**src/rtl/ecc_cap_pkg.sv**
```systemverilog
package ecc_cap_pkg;

    localparam int REG_W     = 32;
    localparam int DWORD_W   = 32;
    localparam int CHK_W     = 8;
    localparam int ATTR_W    = 32;
    localparam int ADR_W     = 32;
    localparam int XADR_W    = 4;

    // detect register bit positions (software decodes these)
    localparam int DET_MULTI = 31;
    localparam int DET_APAR  = 8;
    localparam int DET_CAL   = 7;
    localparam int DET_MBE   = 3;
    localparam int DET_SBE   = 2;
    localparam int DET_SEL   = 0;

    typedef enum logic [2:0] {
        RI_DETECT = 3'd0,
        RI_SBCNT  = 3'd1,
        RI_DHI    = 3'd2,
        RI_DLO    = 3'd3,
        RI_CHK    = 3'd4,
        RI_ATTR   = 3'd5,
        RI_ADDR   = 3'd6,
        RI_XADDR  = 3'd7
    } reg_idx_e;

    typedef struct packed {
        logic sbe;
        logic mbe;
        logic apar;
        logic cal;
        logic sel;
    } err_ev_t;

    typedef struct packed {
        logic multi;
        logic apar;
        logic cal;
        logic mbe;
        logic sbe;
        logic sel;
    } det_flags_t;

    typedef struct packed {
        logic [DWORD_W-1:0] dhi;
        logic [DWORD_W-1:0] dlo;
        logic [CHK_W-1:0]   chk;
        logic [ATTR_W-1:0]  attr;
        logic [ADR_W-1:0]   addr;
        logic [XADR_W-1:0]  xaddr;
    } cap_rec_t;

    function automatic logic [REG_W-1:0] det_to_word(det_flags_t f);
        logic [REG_W-1:0] w;
        w            = '0;
        w[DET_MULTI] = f.multi;
        w[DET_APAR]  = f.apar;
        w[DET_CAL]   = f.cal;
        w[DET_MBE]   = f.mbe;
        w[DET_SBE]   = f.sbe;
        w[DET_SEL]   = f.sel;
        return w;
    endfunction

    function automatic det_flags_t word_to_det(logic [REG_W-1:0] w);
        det_flags_t f;
        f.multi = w[DET_MULTI];
        f.apar  = w[DET_APAR];
        f.cal   = w[DET_CAL];
        f.mbe   = w[DET_MBE];
        f.sbe   = w[DET_SBE];
        f.sel   = w[DET_SEL];
        return f;
    endfunction

endpackage

```
**src/rtl/ecc_cap_detect.sv**
```systemverilog
module ecc_cap_detect
    import ecc_cap_pkg::*;
(
    input  logic       clk,
    input  logic       rst,
    input  err_ev_t    ev,
    input  logic       clr_we,
    input  det_flags_t clr_mask,
    output det_flags_t flags,
    output logic       held
);

    logic       ecc_ev;
    det_flags_t kept;
    det_flags_t flags_n;

    assign ecc_ev = ev.sbe | ev.mbe;
    assign held   = flags.sbe | flags.mbe;

    always_comb begin
        kept = clr_we ? (flags & ~clr_mask) : flags;
        flags_n       = kept;
        flags_n.sbe   = kept.sbe   | ev.sbe;
        flags_n.mbe   = kept.mbe   | ev.mbe;
        flags_n.apar  = kept.apar  | ev.apar;
        flags_n.cal   = kept.cal   | ev.cal;
        flags_n.sel   = kept.sel   | ev.sel;
        flags_n.multi = kept.multi | (ecc_ev & held);
    end

    always_ff @(posedge clk) begin
        if (rst) flags <= '0;
        else     flags <= flags_n;
    end

    AST_MULTI_ON_REPEAT: assert property (@(posedge clk) disable iff (rst)
        (ecc_ev && held) |=> flags.multi);
    AST_W1C_SEL: assert property (@(posedge clk) disable iff (rst)
        (clr_we && clr_mask.sel && !ev.sel) |=> !flags.sel);
    AST_SET_WINS: assert property (@(posedge clk) disable iff (rst)
        (clr_we && clr_mask.sbe && ev.sbe) |=> flags.sbe);
    AST_STICKY_APAR: assert property (@(posedge clk) disable iff (rst)
        (flags.apar && !(clr_we && clr_mask.apar)) |=> flags.apar);

endmodule

```
**src/rtl/ecc_cap_counter.sv**
```systemverilog
module ecc_cap_counter #(
    parameter int CNT_W = 8
) (
    input  logic             clk,
    input  logic             rst,
    input  logic             inc,
    input  logic             we,
    input  logic [CNT_W-1:0] wval,
    output logic [CNT_W-1:0] cnt
);

    localparam logic [CNT_W-1:0] CNT_MAX = {CNT_W{1'b1}};

    logic [CNT_W-1:0] base;
    logic [CNT_W-1:0] cnt_n;

    always_comb begin
        base  = we ? wval : cnt;
        cnt_n = (inc && (base != CNT_MAX)) ? base + 1'b1 : base;
    end

    always_ff @(posedge clk) begin
        if (rst) cnt <= '0;
        else     cnt <= cnt_n;
    end

    AST_CNT_SATURATE: assert property (@(posedge clk) disable iff (rst)
        (cnt == CNT_MAX && inc && !we) |=> (cnt == CNT_MAX));
    AST_CNT_STEP: assert property (@(posedge clk) disable iff (rst)
        (!we && inc && cnt != CNT_MAX) |=> (cnt == $past(cnt) + 1'b1));
    AST_CNT_IDLE: assert property (@(posedge clk) disable iff (rst)
        (!we && !inc) |=> $stable(cnt));

endmodule

```
**src/rtl/ecc_cap_record.sv**
```systemverilog
module ecc_cap_record
    import ecc_cap_pkg::*;
(
    input  logic     clk,
    input  logic     rst,
    input  logic     load,
    input  cap_rec_t din,
    output cap_rec_t rec
);

    always_ff @(posedge clk) begin
        if (rst)       rec <= '0;
        else if (load) rec <= din;
    end

    AST_REC_FROZEN: assert property (@(posedge clk) disable iff (rst)
        !load |=> $stable(rec));
    AST_REC_LOAD: assert property (@(posedge clk) disable iff (rst)
        load |=> (rec == $past(din)));

endmodule

```
**src/rtl/ecc_err_capture.sv**
```systemverilog
module ecc_err_capture
    import ecc_cap_pkg::*;
#(
    parameter int CNT_W = 8
) (
    input  logic                clk,
    input  logic                rst,
    input  logic                ev_sbe,
    input  logic                ev_mbe,
    input  logic                ev_addr_par,
    input  logic                ev_calib,
    input  logic                ev_sel,
    input  logic [DWORD_W-1:0]  rd_data_hi,
    input  logic [DWORD_W-1:0]  rd_data_lo,
    input  logic [CHK_W-1:0]    rd_check,
    input  logic [ATTR_W-1:0]   rd_attr,
    input  logic [ADR_W-1:0]    rd_addr,
    input  logic [XADR_W-1:0]   rd_addr_ext,
    input  logic [2:0]          reg_addr,
    input  logic                reg_we,
    input  logic [REG_W-1:0]    reg_wdata,
    output logic [REG_W-1:0]    reg_rdata,
    output logic                err_pending
);

    err_ev_t          ev;
    det_flags_t       flags;
    det_flags_t       clr_mask;
    logic             held;
    logic             det_we;
    logic             cnt_we;
    logic             rec_load;
    logic [CNT_W-1:0] sb_cnt;
    cap_rec_t         rec_in;
    cap_rec_t         rec;
    logic             wdata_unused;

    assign ev       = '{sbe: ev_sbe, mbe: ev_mbe, apar: ev_addr_par,
                        cal: ev_calib, sel: ev_sel};
    assign det_we   = reg_we && (reg_idx_e'(reg_addr) == RI_DETECT);
    assign cnt_we   = reg_we && (reg_idx_e'(reg_addr) == RI_SBCNT);
    assign clr_mask = word_to_det(reg_wdata);
    assign rec_load = (ev_sbe | ev_mbe) & ~held;
    assign rec_in   = '{dhi: rd_data_hi, dlo: rd_data_lo, chk: rd_check,
                        attr: rd_attr, addr: rd_addr, xaddr: rd_addr_ext};
    assign wdata_unused = ^reg_wdata[30:9];

    ecc_cap_detect u_detect (
        .clk      (clk),
        .rst      (rst),
        .ev       (ev),
        .clr_we   (det_we),
        .clr_mask (clr_mask),
        .flags    (flags),
        .held     (held)
    );

    ecc_cap_counter #(.CNT_W(CNT_W)) u_counter (
        .clk  (clk),
        .rst  (rst),
        .inc  (ev_sbe),
        .we   (cnt_we),
        .wval (reg_wdata[CNT_W-1:0]),
        .cnt  (sb_cnt)
    );

    ecc_cap_record u_record (
        .clk  (clk),
        .rst  (rst),
        .load (rec_load),
        .din  (rec_in),
        .rec  (rec)
    );

    always_comb begin
        reg_rdata = '0;
        unique case (reg_idx_e'(reg_addr))
            RI_DETECT: reg_rdata = det_to_word(flags);
            RI_SBCNT:  reg_rdata[CNT_W-1:0]  = sb_cnt;
            RI_DHI:    reg_rdata[DWORD_W-1:0] = rec.dhi;
            RI_DLO:    reg_rdata[DWORD_W-1:0] = rec.dlo;
            RI_CHK:    reg_rdata[CHK_W-1:0]   = rec.chk;
            RI_ATTR:   reg_rdata[ATTR_W-1:0]  = rec.attr;
            RI_ADDR:   reg_rdata[ADR_W-1:0]   = rec.addr;
            RI_XADDR:  reg_rdata[XADR_W-1:0]  = rec.xaddr;
            default:   reg_rdata = '0;
        endcase
    end

    assign err_pending = (|flags) | (|sb_cnt);

    AST_PEND_CAUSE: assert property (@(posedge clk) disable iff (rst)
        $rose(err_pending) |-> $past(ev_sbe | ev_mbe | ev_addr_par | ev_calib | ev_sel | reg_we));
    AST_PEND_QUIET: assert property (@(posedge clk) disable iff (rst)
        (!err_pending && !(ev_sbe | ev_mbe | ev_addr_par | ev_calib | ev_sel | reg_we)) |=> !err_pending);
    AST_FIRST_CAPTURE_FLAG: assert property (@(posedge clk) disable iff (rst)
        rec_load |=> (flags.sbe | flags.mbe));

endmodule

```
**config.mk**
```make
export PLATFORM = sky130hd
export DESIGN_NAME = ecc_err_capture
export DESIGN_NICKNAME = d
export VERILOG_FILES = /design/src/rtl/ecc_cap_pkg.sv /design/src/rtl/ecc_cap_detect.sv /design/src/rtl/ecc_cap_counter.sv /design/src/rtl/ecc_cap_record.sv /design/src/rtl/ecc_err_capture.sv
export SDC_FILE = /design/constraint.sdc
export NUM_CORES = 1
export LEC_CHECK = 0
export BUFFER_PORTS_ARGS = -buffer_cell sky130_fd_sc_hd__buf_2
export CAP_MARGIN = 20
export CORE_ASPECT_RATIO = 0.5
export CORE_MARGIN = 1.5
export CORE_UTILIZATION = 45
export CTS_BUF_LIST = sky130_fd_sc_hd__clkbuf_8
export CTS_CLUSTER_SIZE = 14
export DETAILED_ROUTE_END_ITERATION = 12
export PLACE_DENSITY = 0.73
export SLEW_MARGIN = 20
export SYNTH_ARGS = -nofsm -noshare
export SYNTH_HDL_FRONTEND = slang
export SYNTH_SLANG_ARGS = --single-unit
```
**constraint.sdc**
```tcl
create_clock -name clk -period 1.9 [get_ports clk]
set_input_delay 0.285 -clock clk [delete_from_list [all_inputs] [get_ports clk]]
set_output_delay 0.285 -clock clk [all_outputs]
set_load 0.01 [all_outputs]
```
==> results of run 1 <==
## path summary, 6_finish.rpt
check	start	to	slack [ns]	depth (start not counted)
max	u_record.rec[111]$_SDFFE_PP0P_	reg_rdata[3]	-0.02	3
max reg2reg	u_counter.cnt[0]$_SDFF_PP0_	u_counter.cnt[1]$_SDFF_PP0_	0.38	5
min	ev_calib	u_detect.flags[3]$_SDFF_PP0_	0.06	3
min reg2reg	u_record.rec[116]$_SDFFE_PP0P_	u_record.rec[116]$_SDFFE_PP0P_	0.46	2
## cell usage after synthesis, drive strengths merged, types with 2 or more instances
library cell  number
nand2            320
dfxtp            154
a21oi            151
a22oi             49
clkbuf            41
buf               27
nor2              23
mux2i             12
mux2               7
o21ai              7
nand4              6
a221oi             5
inv                5
nor2b              4
nor3               4
nor4               4
a211oi             3
and2               3
and3               3
mux4               3
nand2b             3
o221ai             3
o22ai              3
a22o               2
a2bb2oi            2
a311oi             2
a31oi              2
nand3              2
or2                2
## what timing repair did
| action | in CTS | in global routing |
|---|---|---|
| buffers inserted | 1 | 1 |
| hold buffers | 0 | 0 |
| cloned | 0 | 0 |
| endpoints found under the hold margin | 0 | 0 |
| pin swaps | 0 | 1 |
| resized for setup | 10 | 16 |
| setup endpoints to repair | 7 | 12 |
## flip-flops by register name, summed over array words and instances, names as in the netlist
| signal | count |
|---|---|
| u_record.rec | 140 |
| u_counter.cnt | 8 |
| u_detect.flags | 6 |
## layer usage
metal,GRT usage,up-vias
met5,0,-
met2,0.4036,187
met3,0.04940,15
li1,-,3285
met4,0.05329,2
met1,0.3310,3112
## layout make-up
class / instances / area, um^2 / area share
Clock inverter: 13 / 145.1 / 0.01722
Timing Repair Buffer: 229 / 1410 / 0.1673
Inverter: 5 / 18.77 / 0.002227
Tap cell: 198 / 247.7 / 0.02940
Clock buffer: 18 / 247.7 / 0.02940
Sequential cell: 154 / 3097 / 0.3675
Multi-Input combinational cell: 635 / 3261 / 0.3869
## per-stage QoR
step | hold slack [ns] | setup slack (ns)
after floorplan | 0.4024 | 0.3362
after global placement | 0.4408 | 0.005050
after detailed placement | 0.4454 | -0.03484
after CTS | 0.03794 | -0.03322
after global routing | 0.03778 | -0.06842
final | 0.06243 | -0.01974
## critical path: stages, from the launching register on
cell and delay [ns]:
dfxtp_2 0.34, mux4_2 0.45, mux2_4 0.30, buf_6 0.12
## power breakdown
part           leakage [uW]  total, uW  internal [uW]  switching (uW)
logic               0.00211       1090            478             608
registers           0.00127       3570           3440             129
clock network      0.000192       2490           1210            1280
total               0.00357       7140           5130            2010
## kinds of logic (layout without fill, tap and decap cells)
| family | Yosys count | count (layout) | share of synthesized area |
|---|---|---|---|
| muxes | 22 | 22 | 0.04102 |
| AOI/OAI and AO/OA | 233 | 233 | 0.2087 |
| DFF | 154 | 154 | 0.4679 |
| and+or+nand+nor | 380 | 380 | 0.2326 |
| buffers and inverters | 73 | 265 | 0.04975 |
==> metrics.md, run 1 <==
| Metric | Value |
|---|---|
| Max Slew Vio Count | 0 |
| Initial antenna violation count | 1 |
| Worst-Margin Slew | between 0.4 and 0.5 ns |
| Max Clk Rate | 520.9 MHz |
| DR vias | 6601 |
| Tot GR Track Use | 0.2428 |
| Mapped Area | 6589 um^2 |
| Post-synth EDFFs | 0 |
| Vias in the first global route | around 6000 |
| Power per cell area | approximately 850 nW/um^2 |
| Post-Layout Cell Count | 1252 |
| Worst-Skew Late Latency | roughly 0.43 ns |
| PortBufs | between 150 and 200 |
| DRT iter0 DRCs | between 500 and 600 |
| Synthesized net count | 1045 |
| Gr ovfl total | 0 |
| Setup ws final | -0.01974 ns |
| Die height | around 89 um |
| Setup tns final | -0.01974 ns |
| Placed inst area | 7938 um^2 |
| Total number of yosys warnings | 0 |
| Dpl hpwl | 13210 um |
| Setup Skew | 0.009609 ns |
| Status | finished, violations left |
| Max-slew headroom | 0.6983 |
| Final GP Congestion | 0.8402 |
| Std-Cell Rows | 31 |
| Final period util | 1.010 |
| CTS Root Cell | clkbuf_8 |
| Setup-failing EPs final | 1 |
| Post-synth top area cell | dfxtp_1 |
| TritonCTS buffer count | 17 |
| P&R area growth vs syn | 27.90% |
| CTS tree | yes |
| DRC | 0 |
| Share of cells above drive strength 1 | 0.2808 |
| Max-cap viol count | 0 |
| Max FO, Critical Path | 2 |
| CTS Sinks | between 150 and 200 |
| Met1 WL | approximately 9000 um |
| CP arrival | 1.63 ns |
| I/O pin count | 216 |
| Gate Count Post-Synth | 862 |
| Netlist cell types | 46 |
| Max IR drop VDD | 0.3927 mV |
| Worst min path class | in2reg |
| Tmin final | between 1.5 and 2 ns |
| Initial Utilization | 0.4579 |
| Critical Path End Type | primary output |
| Failing checks | setup timing |
| Placed cells | 1219 |
| CTS Buffer Depth | 2 |
| Synth top area share | 0.4679 |
| Syn_area_per_cell | approximately 7.6 um^2 |
| Drt first pass iters | 5 |
| Fin util | 0.5856 |
| First-pass GRT wire length | 29860 um |
| Final Hold Vio Count | 0 |
| Leakage power | between 0.003 and 0.004 uW |
| RSZ-0062 raised after global routing | true |
| Largest net degree at the start of global routing | 76 |
| Diodes inserted | 0 |
| Core area | 14390 um^2 |
| Sequential share of the synthesized area | 0.4679 |
| Final #Nets | ~1200 |
| Met3 routed WL | 1065 um |
| Post-route ant nets | 0 |
| Clock transition at path regs | ~0.09 ns |
| Die Wd | 174.1 um |
| H-tree Lvls | 4 |
| Critical path required time | 1.62 ns |
| Async set-or-reset flop fraction in the synthesized netlist | 0 |
| Fin area | 8427 um^2 |
| WL/cell | 15.09 um |
| DRT Wirelength | 18890 um |
| Synth area leaders | dfxtp_1, nand2_1, a21oi_1 |
| Fill cells | 1372 |
| Post-synth top flop | dfxtp_1 |
| FF+latch count, synth | 154 |
| Total power draw | 7144 uW |
| Die ar. | 15420 um^2 |
| Top Metal Used | met5 |
| Startpoint type of the worst setup path | register |
| DR vias/cell | approximately 5.3 |
| Kind of critical path | reg2out |
| Met2 Routed Length | 8870 um |
| Most frequent cells in the layout | nand2_1, buf_2, a21oi_1 |
| Commonest non-fill, non-tap cell in the layout | nand2_1 |
(Power assumes the default switching activity.)
==> run 2: changes to the inputs <==
--- a/config.mk
+++ b/config.mk
@@ -5,15 +5,15 @@
 export SDC_FILE = /design/constraint.sdc
 export NUM_CORES = 1
 export LEC_CHECK = 0
-export BUFFER_PORTS_ARGS = -buffer_cell sky130_fd_sc_hd__buf_2
 export CAP_MARGIN = 20
 export CORE_ASPECT_RATIO = 0.5
 export CORE_MARGIN = 1.5
-export CORE_UTILIZATION = 45
+export CORE_UTILIZATION = 52
 export CTS_BUF_LIST = sky130_fd_sc_hd__clkbuf_8
 export CTS_CLUSTER_SIZE = 14
 export DETAILED_ROUTE_END_ITERATION = 12
-export PLACE_DENSITY = 0.73
+export DONT_BUFFER_PORTS = 1
+export PLACE_DENSITY = 0.68
 export SLEW_MARGIN = 20
 export SYNTH_ARGS = -nofsm -noshare
 export SYNTH_HDL_FRONTEND = slang
==> run 2 against run 1 <==
Compared with the run above: the flow finishes with violations (hold timing); wire length decreased by 2.7%; sequential share of layout area increased by 3.9 points; final cell count decreased by 16%; setup slack improved by 0.079 ns; clock power decreased by 8.0%; register-to-register slack got worse by 0.29 ns; worst hold slack got worse by 0.15 ns; via count decreased by 7.5%; count of clock-buffer cells in the layout unchanged; flip-flop and latch count unchanged; highest routed layer is now met4.
==> metrics.md, run 2 (synthesis results as in run 1) <==
| Metric | Value |
|---|---|
| Part of the power in the clock network | 0.342 (-0.006) |
| CP Launch Point | u_detect.flags[2]$_SDFF_PP0_ |
| Critical Path End Type | primary output |
| Register area | 3088 um^2 (-0.28%) |
| HP Start | rst |
| Max-slew headroom | 0.7034 (+0.005100) |
| Largest registers | u_record.rec (140), u_counter.cnt (8), u_detect.flags (6) |
| Area of the multi-input gates | 3261 um^2 (unchanged) |
| Worst min path class | in2reg |
| Placed inst area | 6698 um^2 (-16%) |
| Combinational share of power | 0.125 (-0.027) |
| Initial antenna violation count | 1 (unchanged) |
| H-tree Lvls | 4 (unchanged) |
| Final GP Congestion | 0.8660 (+3.1%) |
| DR vias/cell | 5.797 (+9.9%) |
| Max FFs per register | 140 (unchanged) |
| Final Hold Vio Count | 103 (+103) |
| Setup tns final | 0 ns (+0.01974 ns) |
| Status | finished, violations left |
| Tot GR Track Use | 0.2662 (+0.02334) |
| Core area | 12090 um^2 (-16%) |
| Power per cell area | 880.1 nW/um^2 (+3.8%) |
| Hold Crit Endpoint | u_record.rec[132]$_SDFFE_PP0P_ |
| CTS tree | yes |
| Met2 usage | 0.4099 (+0.006235) |
| DRC | 0 (unchanged) |
| Tmin final | 1.841 ns (-0.07902 ns) |
| P&R area growth vs syn | 15.29% |
| Sw Ratio | 0.2869 (+0.004910) |
| Commonest non-fill, non-tap cell in the layout | nand2_1 |
| CTS Root Cell | clkbuf_8 |
| Kind of critical path | reg2out |
| Critical path required time | 1.62 ns (about the same) |
| Worst-case reg-to-reg path depth | 6 (+1) |
| Grt met3 use | 0.07942 (+0.03002) |
| Cell internal pwr | 4768 uW (-7.1%) |
| Max FO, Critical Path | 4 (+2) |
| Max Clk Rate | 543.3 MHz (+4.3%) |
| Setup bufs post-CTS | 0 (-1) |
| Vias in the first global route | 5454 (-9.3%) |
| Met1 Usage GRT | 0.3633 (+0.03227) |
| R2r setup slk | 0.09 ns (-0.29 ns) |
| DR vias | 6104 (-7.5%) |
| CP arrival | 1.56 ns (-0.07 ns) |
| Leakage power | 0.002847 uW (-20%) |
| Post-route ant nets | 0 (unchanged) |
| DRT Wirelength | 18390 um (-2.7%) |
| Global route hottest layer | met2 |
| TritonCTS buffer count | 17 (unchanged) |
| PortBufs | 0 (-100%) |
| Clock transition at path regs | 0.10 ns (about the same) |
| Fill cells | 1130 (-18%) |
| P_sw | 1918 uW (-4.8%) |
| Worst reg2reg startpoint | u_detect.flags[1]$_SDFF_PP0_ |
| CTS Buffer Depth | 2 (unchanged) |
| Reg2reg end | u_record.rec[68]$_SDFFE_PP0P_ |
| Dpl hpwl | 11620 um (-12%) |
| Sequential power share | 0.533 (+0.033) |
| Hold depth | 1 (-2) |
| Max Slew Vio Count | 0 (unchanged) |
| Drt first pass iters | 7 (+2) |
| Final period util | 0.9688 (-0.04159) |
| Fin area | 7596 um^2 (-9.9%) |
| RSZ-0062 raised after global routing | false |
| Max-cap viol count | 0 (unchanged) |
| Setup-failing EPs final | 0 (-1) |
| Share of cells above drive strength 1 | 0.08559 (-0.1952) |
| Worst-Margin Slew | 0.4411 ns (-0.01142 ns) |
| Failing checks | hold timing |
| Largest net degree at the start of global routing | 155 (+100%) |
| Setup Skew | 0.01257 ns (+0.002966 ns) |
| Die ar. | 13400 um^2 (-13%) |
| Diodes inserted | 0 (unchanged) |
| Startpoint type of the worst setup path | register |
| Die height | 82.60 um (-6.7%) |
| Std-Cell Rows | 28 (-9.7%) |
| WL/cell | 17.46 um (+16%) |
| Worst-Skew Late Latency | 0.44 ns (about the same) |
| Initial Utilization | 0.5451 (+0.08726) |
| DRT iter0 DRCs | 511 (-7.6%) |
| CTS Sinks | 154 (unchanged) |
| First-pass GRT wire length | 27590 um (-7.6%) |
| Die Wd | 162.2 um (-6.9%) |
| I/O pin count | 216 (unchanged) |
| Top reg by flops | u_record.rec |
| Gr ovfl total | 0 (unchanged) |
| Max IR drop VDD | 0.3636 mV (-7.4%) |
| Final #Nets | 1058 (-14%) |
| Most frequent cells in the layout | nand2_1, a21oi_1, dfxtp_1 |
| Tightest hold margin | -0.09115 ns (-0.1536 ns) |
run 2: cell types whose count changed in the layout (fill, tap and decap cells not counted), moves of 3 or more:
cell and change:
buf_2 -190, dlygate4sd3_1 +45, buf_4 -16, buf_12 -7, dfxtp_1 +5, dfxtp_2 -4, inv_6 +3
run 2: how the worst max path moves through the flow:
stage,to,cells past startpoint
finish,reg_rdata[3],2
global route,reg_rdata[7],5
CTS,reg_rdata[3],2
detailed placement,reg_rdata[27],5
global placement,reg_rdata[27],5
floorplan,reg_rdata[7],7
run 2: cell type report:
| type | instances | share of cell area |
|---|---|---|
| clock inverter | 14 | 0.01466 |
| sequential | 154 | 0.4065 |
| inverter | 5 | 0.002471 |
| tap | 165 | 0.02718 |
| multi-input combinational | 636 | 0.4293 |
| clock buffer | 18 | 0.03261 |
| timing repair buffer | 61 | 0.08730 |
run 2: metrics by stage:
stage          utilization  hold slack (ns)  std cells  power, uW  worst slack, ns
4_1_cts             0.6021          -0.1169       1027       6659          0.01145
2_1_floorplan            -           0.4024        862       4218           0.3362
6_report            0.6285         -0.09115       1053       6685          0.05927
3_5_place_dp        0.5541           0.3677        974       4353           0.2784
3_3_place_gp        0.5541           0.3637        974       4328           0.2794
5_1_grt             0.6285          -0.1221       1053       6984         0.001143
run 2: power by group through the flow:
stage / clock network, uW / registers, uW / logic [uW]
after floorplan: 0 / 3600 / 621
after global placement: 0 / 3630 / 702
after detailed placement: 0 / 3630 / 720
after CTS: 2340 / 3560 / 763
after global routing: 2460 / 3590 / 930
final: 2290 / 3560 / 836
run 2: critical path, stage by stage, from the launching register on:
cell     delay (ns)
dfxtp_2        0.36
mux4_2         0.45
mux2_4         0.31
run 2: metal layers:
metal	share of wire	up-vias
met5	0	-
met2	0.44	220
met4	0.0095	0
met3	0.088	15
met1	0.46	2914
li1	-	2955
run 2: repair_timing:
item                                    4_1_cts  5_1_grt
cloned                                        0        2
pin swaps                                     0        0
hold endpoints to repair                    154      133
gates resized for setup                       2       14
hold buffers                                 21       24
endpoints found under the setup margin        2       18
==> run 3: changes to the inputs <==
--- a/config.mk
+++ b/config.mk
@@ -8,12 +8,12 @@
 export CAP_MARGIN = 20
 export CORE_ASPECT_RATIO = 0.5
 export CORE_MARGIN = 1.5
-export CORE_UTILIZATION = 52
+export CORE_UTILIZATION = 35
 export CTS_BUF_LIST = sky130_fd_sc_hd__clkbuf_8
 export CTS_CLUSTER_SIZE = 14
 export DETAILED_ROUTE_END_ITERATION = 12
 export DONT_BUFFER_PORTS = 1
-export PLACE_DENSITY = 0.68
+export PLACE_DENSITY = 0.5
 export SLEW_MARGIN = 20
 export SYNTH_ARGS = -nofsm -noshare
 export SYNTH_HDL_FRONTEND = slang
==> constraint.sdc (replaced) <==
create_clock -name clk -period 2.4 [get_ports clk]
set_input_delay 0.36 -clock clk [delete_from_list [all_inputs] [get_ports clk]]
set_output_delay 0.36 -clock clk [all_outputs]
set_load 0.01 [all_outputs]
==> run 3 against run 2 <==
Compared with the run above: the flow now finishes without violations; sequential power down 21%; clock skew shrank 0.0048 ns; combinational power is 17% lower; critical endpoint is now u_record.rec[32]$_SDFFE_PP0P_; setup slack improved by 0.15 ns; first-iteration DRC count decreased by 30%; count of clock-buffer cells in the layout unchanged; utilization is 21 points lower; global-route usage is 5.6 points lower; non-clock buffer count is 5 lower; final cell count up 8.4%.
==> metrics.md, run 3 (synthesis results as in run 1) <==
| Metric | Value |
|---|---|
| Critical Path End Type | register |
| Setup Skew | 0.007819 ns (-0.004756 ns) |
| Tmin final | 2.190 ns |
| First-pass GRT wire length | 31820 um (+15%) |
| Initial Utilization | 0.3574 (-0.1878) |
| Largest registers | u_record.rec (140), u_counter.cnt (8), u_detect.flags (6) |
| Tightest hold margin | 0.04391 ns (+0.1351 ns) |
| Setup tns final | 0 ns (unchanged) |
| Final period util | 0.9125 |
| Kind of critical path | reg2reg |
| Final Hold Vio Count | 0 (-100%) |
| Most frequent cells in the layout | nand2_1, dfxtp_1, a21oi_1 |
| Worst min path class | in2reg |
| Dpl hpwl | 13380 um (+15%) |
| RSZ-0062 raised after global routing | false |
| Worst-Margin Slew | 0.5229 ns (+0.08179 ns) |
| CTS tree | yes |
| Placed cells | 1065 (+9.3%) |
| Max-slew headroom | 0.6514 (-0.05201) |
| Final GP Congestion | 0.7911 (-8.6%) |
| Die ar. | 19710 um^2 (+47%) |
| Critical path required time | 2.78 ns (+1.16 ns) |
| Leakage power | 0.002886 uW (+1.4%) |
| Max FO, Critical Path | 55 (+51) |
| Post-Layout Cell Count | 1141 (+8.4%) |
| PortBufs | 0 (unchanged) |
| H-tree Lvls | 4 (unchanged) |
| Drt first pass iters | 4 (-3) |
| Power per cell area | 713.0 nW/um^2 (-19%) |
| DR vias/cell | 5.216 (-10%) |
| P&R area growth vs syn | 16.08% |
| I/O pin count | 216 (unchanged) |
| Tot GR Track Use | 0.2101 (-0.05603) |
| CP arrival | 2.57 ns (+1.01 ns) |
| Top reg by flops | u_record.rec |
| Share of cells above drive strength 1 | 0.06349 (-0.02209) |
| Gr ovfl total | 0 (unchanged) |
| Total power draw | 5454 uW (-18%) |
| Max Slew Vio Count | 0 (unchanged) |
| Std-Cell Rows | 35 (+25%) |
| Largest net degree at the start of global routing | 112 (-28%) |
| DR vias | 5951 (-2.5%) |
| Max Clk Rate | 456.6 MHz |
| Setup-failing EPs final | 0 (unchanged) |
| DRC | 0 (unchanged) |
| CTS Root Cell | clkbuf_8 |
| Final #Nets | 1052 (-0.57%) |
| Fill cells | 1937 (+71%) |
| Max-cap viol count | 0 (unchanged) |
| DRT Wirelength | 20640 um (+12%) |
| CTS Buffer Depth | 2 (unchanged) |
| Vias in the first global route | 5610 (+2.9%) |
| Worst-Skew Late Latency | 0.43 ns (about the same) |
| Core area | 18440 um^2 (+53%) |
| Setup bufs post-CTS | 0 (unchanged) |
| Clock transition at path regs | 0.09 ns (about the same) |
| Max FFs per register | 140 (unchanged) |
| Commonest non-fill, non-tap cell in the layout | nand2_1 |
| DRT iter0 DRCs | 357 (-30%) |
| Startpoint type of the worst setup path | register |
| Max IR drop VDD | 0.2833 mV (-22%) |
| CTS Sinks | 154 (unchanged) |
| WL/cell | 18.09 um (+3.6%) |
| Diodes inserted | 0 (unchanged) |
| TritonCTS buffer count | 17 (unchanged) |
| Status | complete, no violations |
| Die Wd | 197.0 um (+21%) |
| Post-route ant nets | 0 (unchanged) |
| Die height | 100.0 um (+21%) |
| Initial antenna violation count | 1 (unchanged) |
run 3: cell types whose count changed in the layout (fill, tap and decap cells not counted), moves of 3 or more:
cell     change
dfxtp_1      +4
dfxtp_2      -4
inv_1        +3
inv_6        -6
buf_4        -4
run 3: layout make-up:
class / instances / area (um^2) / area share
Multi-Input combinational cell: 635 / 3202 / 0.4186
Inverter: 5 / 18.77 / 0.002454
Tap cell: 259 / 324.1 / 0.04237
Clock buffer: 18 / 247.7 / 0.03239
Clock inverter: 14 / 135.1 / 0.01767
Sequential cell: 154 / 3083 / 0.4031
Timing Repair Buffer: 56 / 638.1 / 0.08343
run 3: power by group:
part	switching, uW	total, uW	internal (uW)
logic	408	694	286
clock network	1010	1940	937
registers	93.1	2820	2720
total	1510	5450	3950
run 3: through the flow:
stage               area, um^2  setup WS, ns  utilization
floorplan                 6589        0.6862            -
global placement          6765        0.3883       0.3669
detailed placement        6808        0.5529       0.3693
CTS                       7649        0.2420       0.4149
global route              7649       0.03467       0.4149
finish                    7649        0.2100       0.4149
run 3: path summary, 6_finish.rpt:
| check | startpoint | depth (start not counted) | end | slack [ns] |
|---|---|---|---|---|
| worst max-delay path | u_detect.flags[1]$_SDFF_PP0_ | 6 | u_record.rec[32]$_SDFFE_PP0P_ | 0.21 |
| worst min-delay path | rd_data_hi[10] | 2 | u_record.rec[118]$_SDFFE_PP0P_ | 0.04 |
| worst max register to register | u_detect.flags[1]$_SDFF_PP0_ | 6 | u_record.rec[32]$_SDFFE_PP0P_ | 0.21 |
| worst min register to register | u_record.rec[76]$_SDFFE_PP0P_ | 2 | u_record.rec[76]$_SDFFE_PP0P_ | 0.45 |
run 3: layer usage:
metal,track usage,wire [um],vias up
li1,-,-,2945
met1,0.2973,9899,2824
met4,0.04698,146,2
met5,0,17,-
met2,0.3199,9253,165
met3,0.05612,1322,15
run 3: repair_timing:
| action | 4_1_cts | 5_1_grt |
|---|---|---|
| gates resized for setup | 0 | 0 |
| hold buffers | 44 | 0 |
| endpoints found under the hold margin | 154 | 0 |
| endpoints found under the setup margin | 0 | 0 |
run 3: critical path, cell delays in order (launching register included):
cell and delay (ns):
dfxtp_1 0.36, nor2_1 0.29, o21a_4 0.34, buf_12 0.27, nand2_1 0.14, a21oi_1 0.13
dlygate4sd3_1 0.56
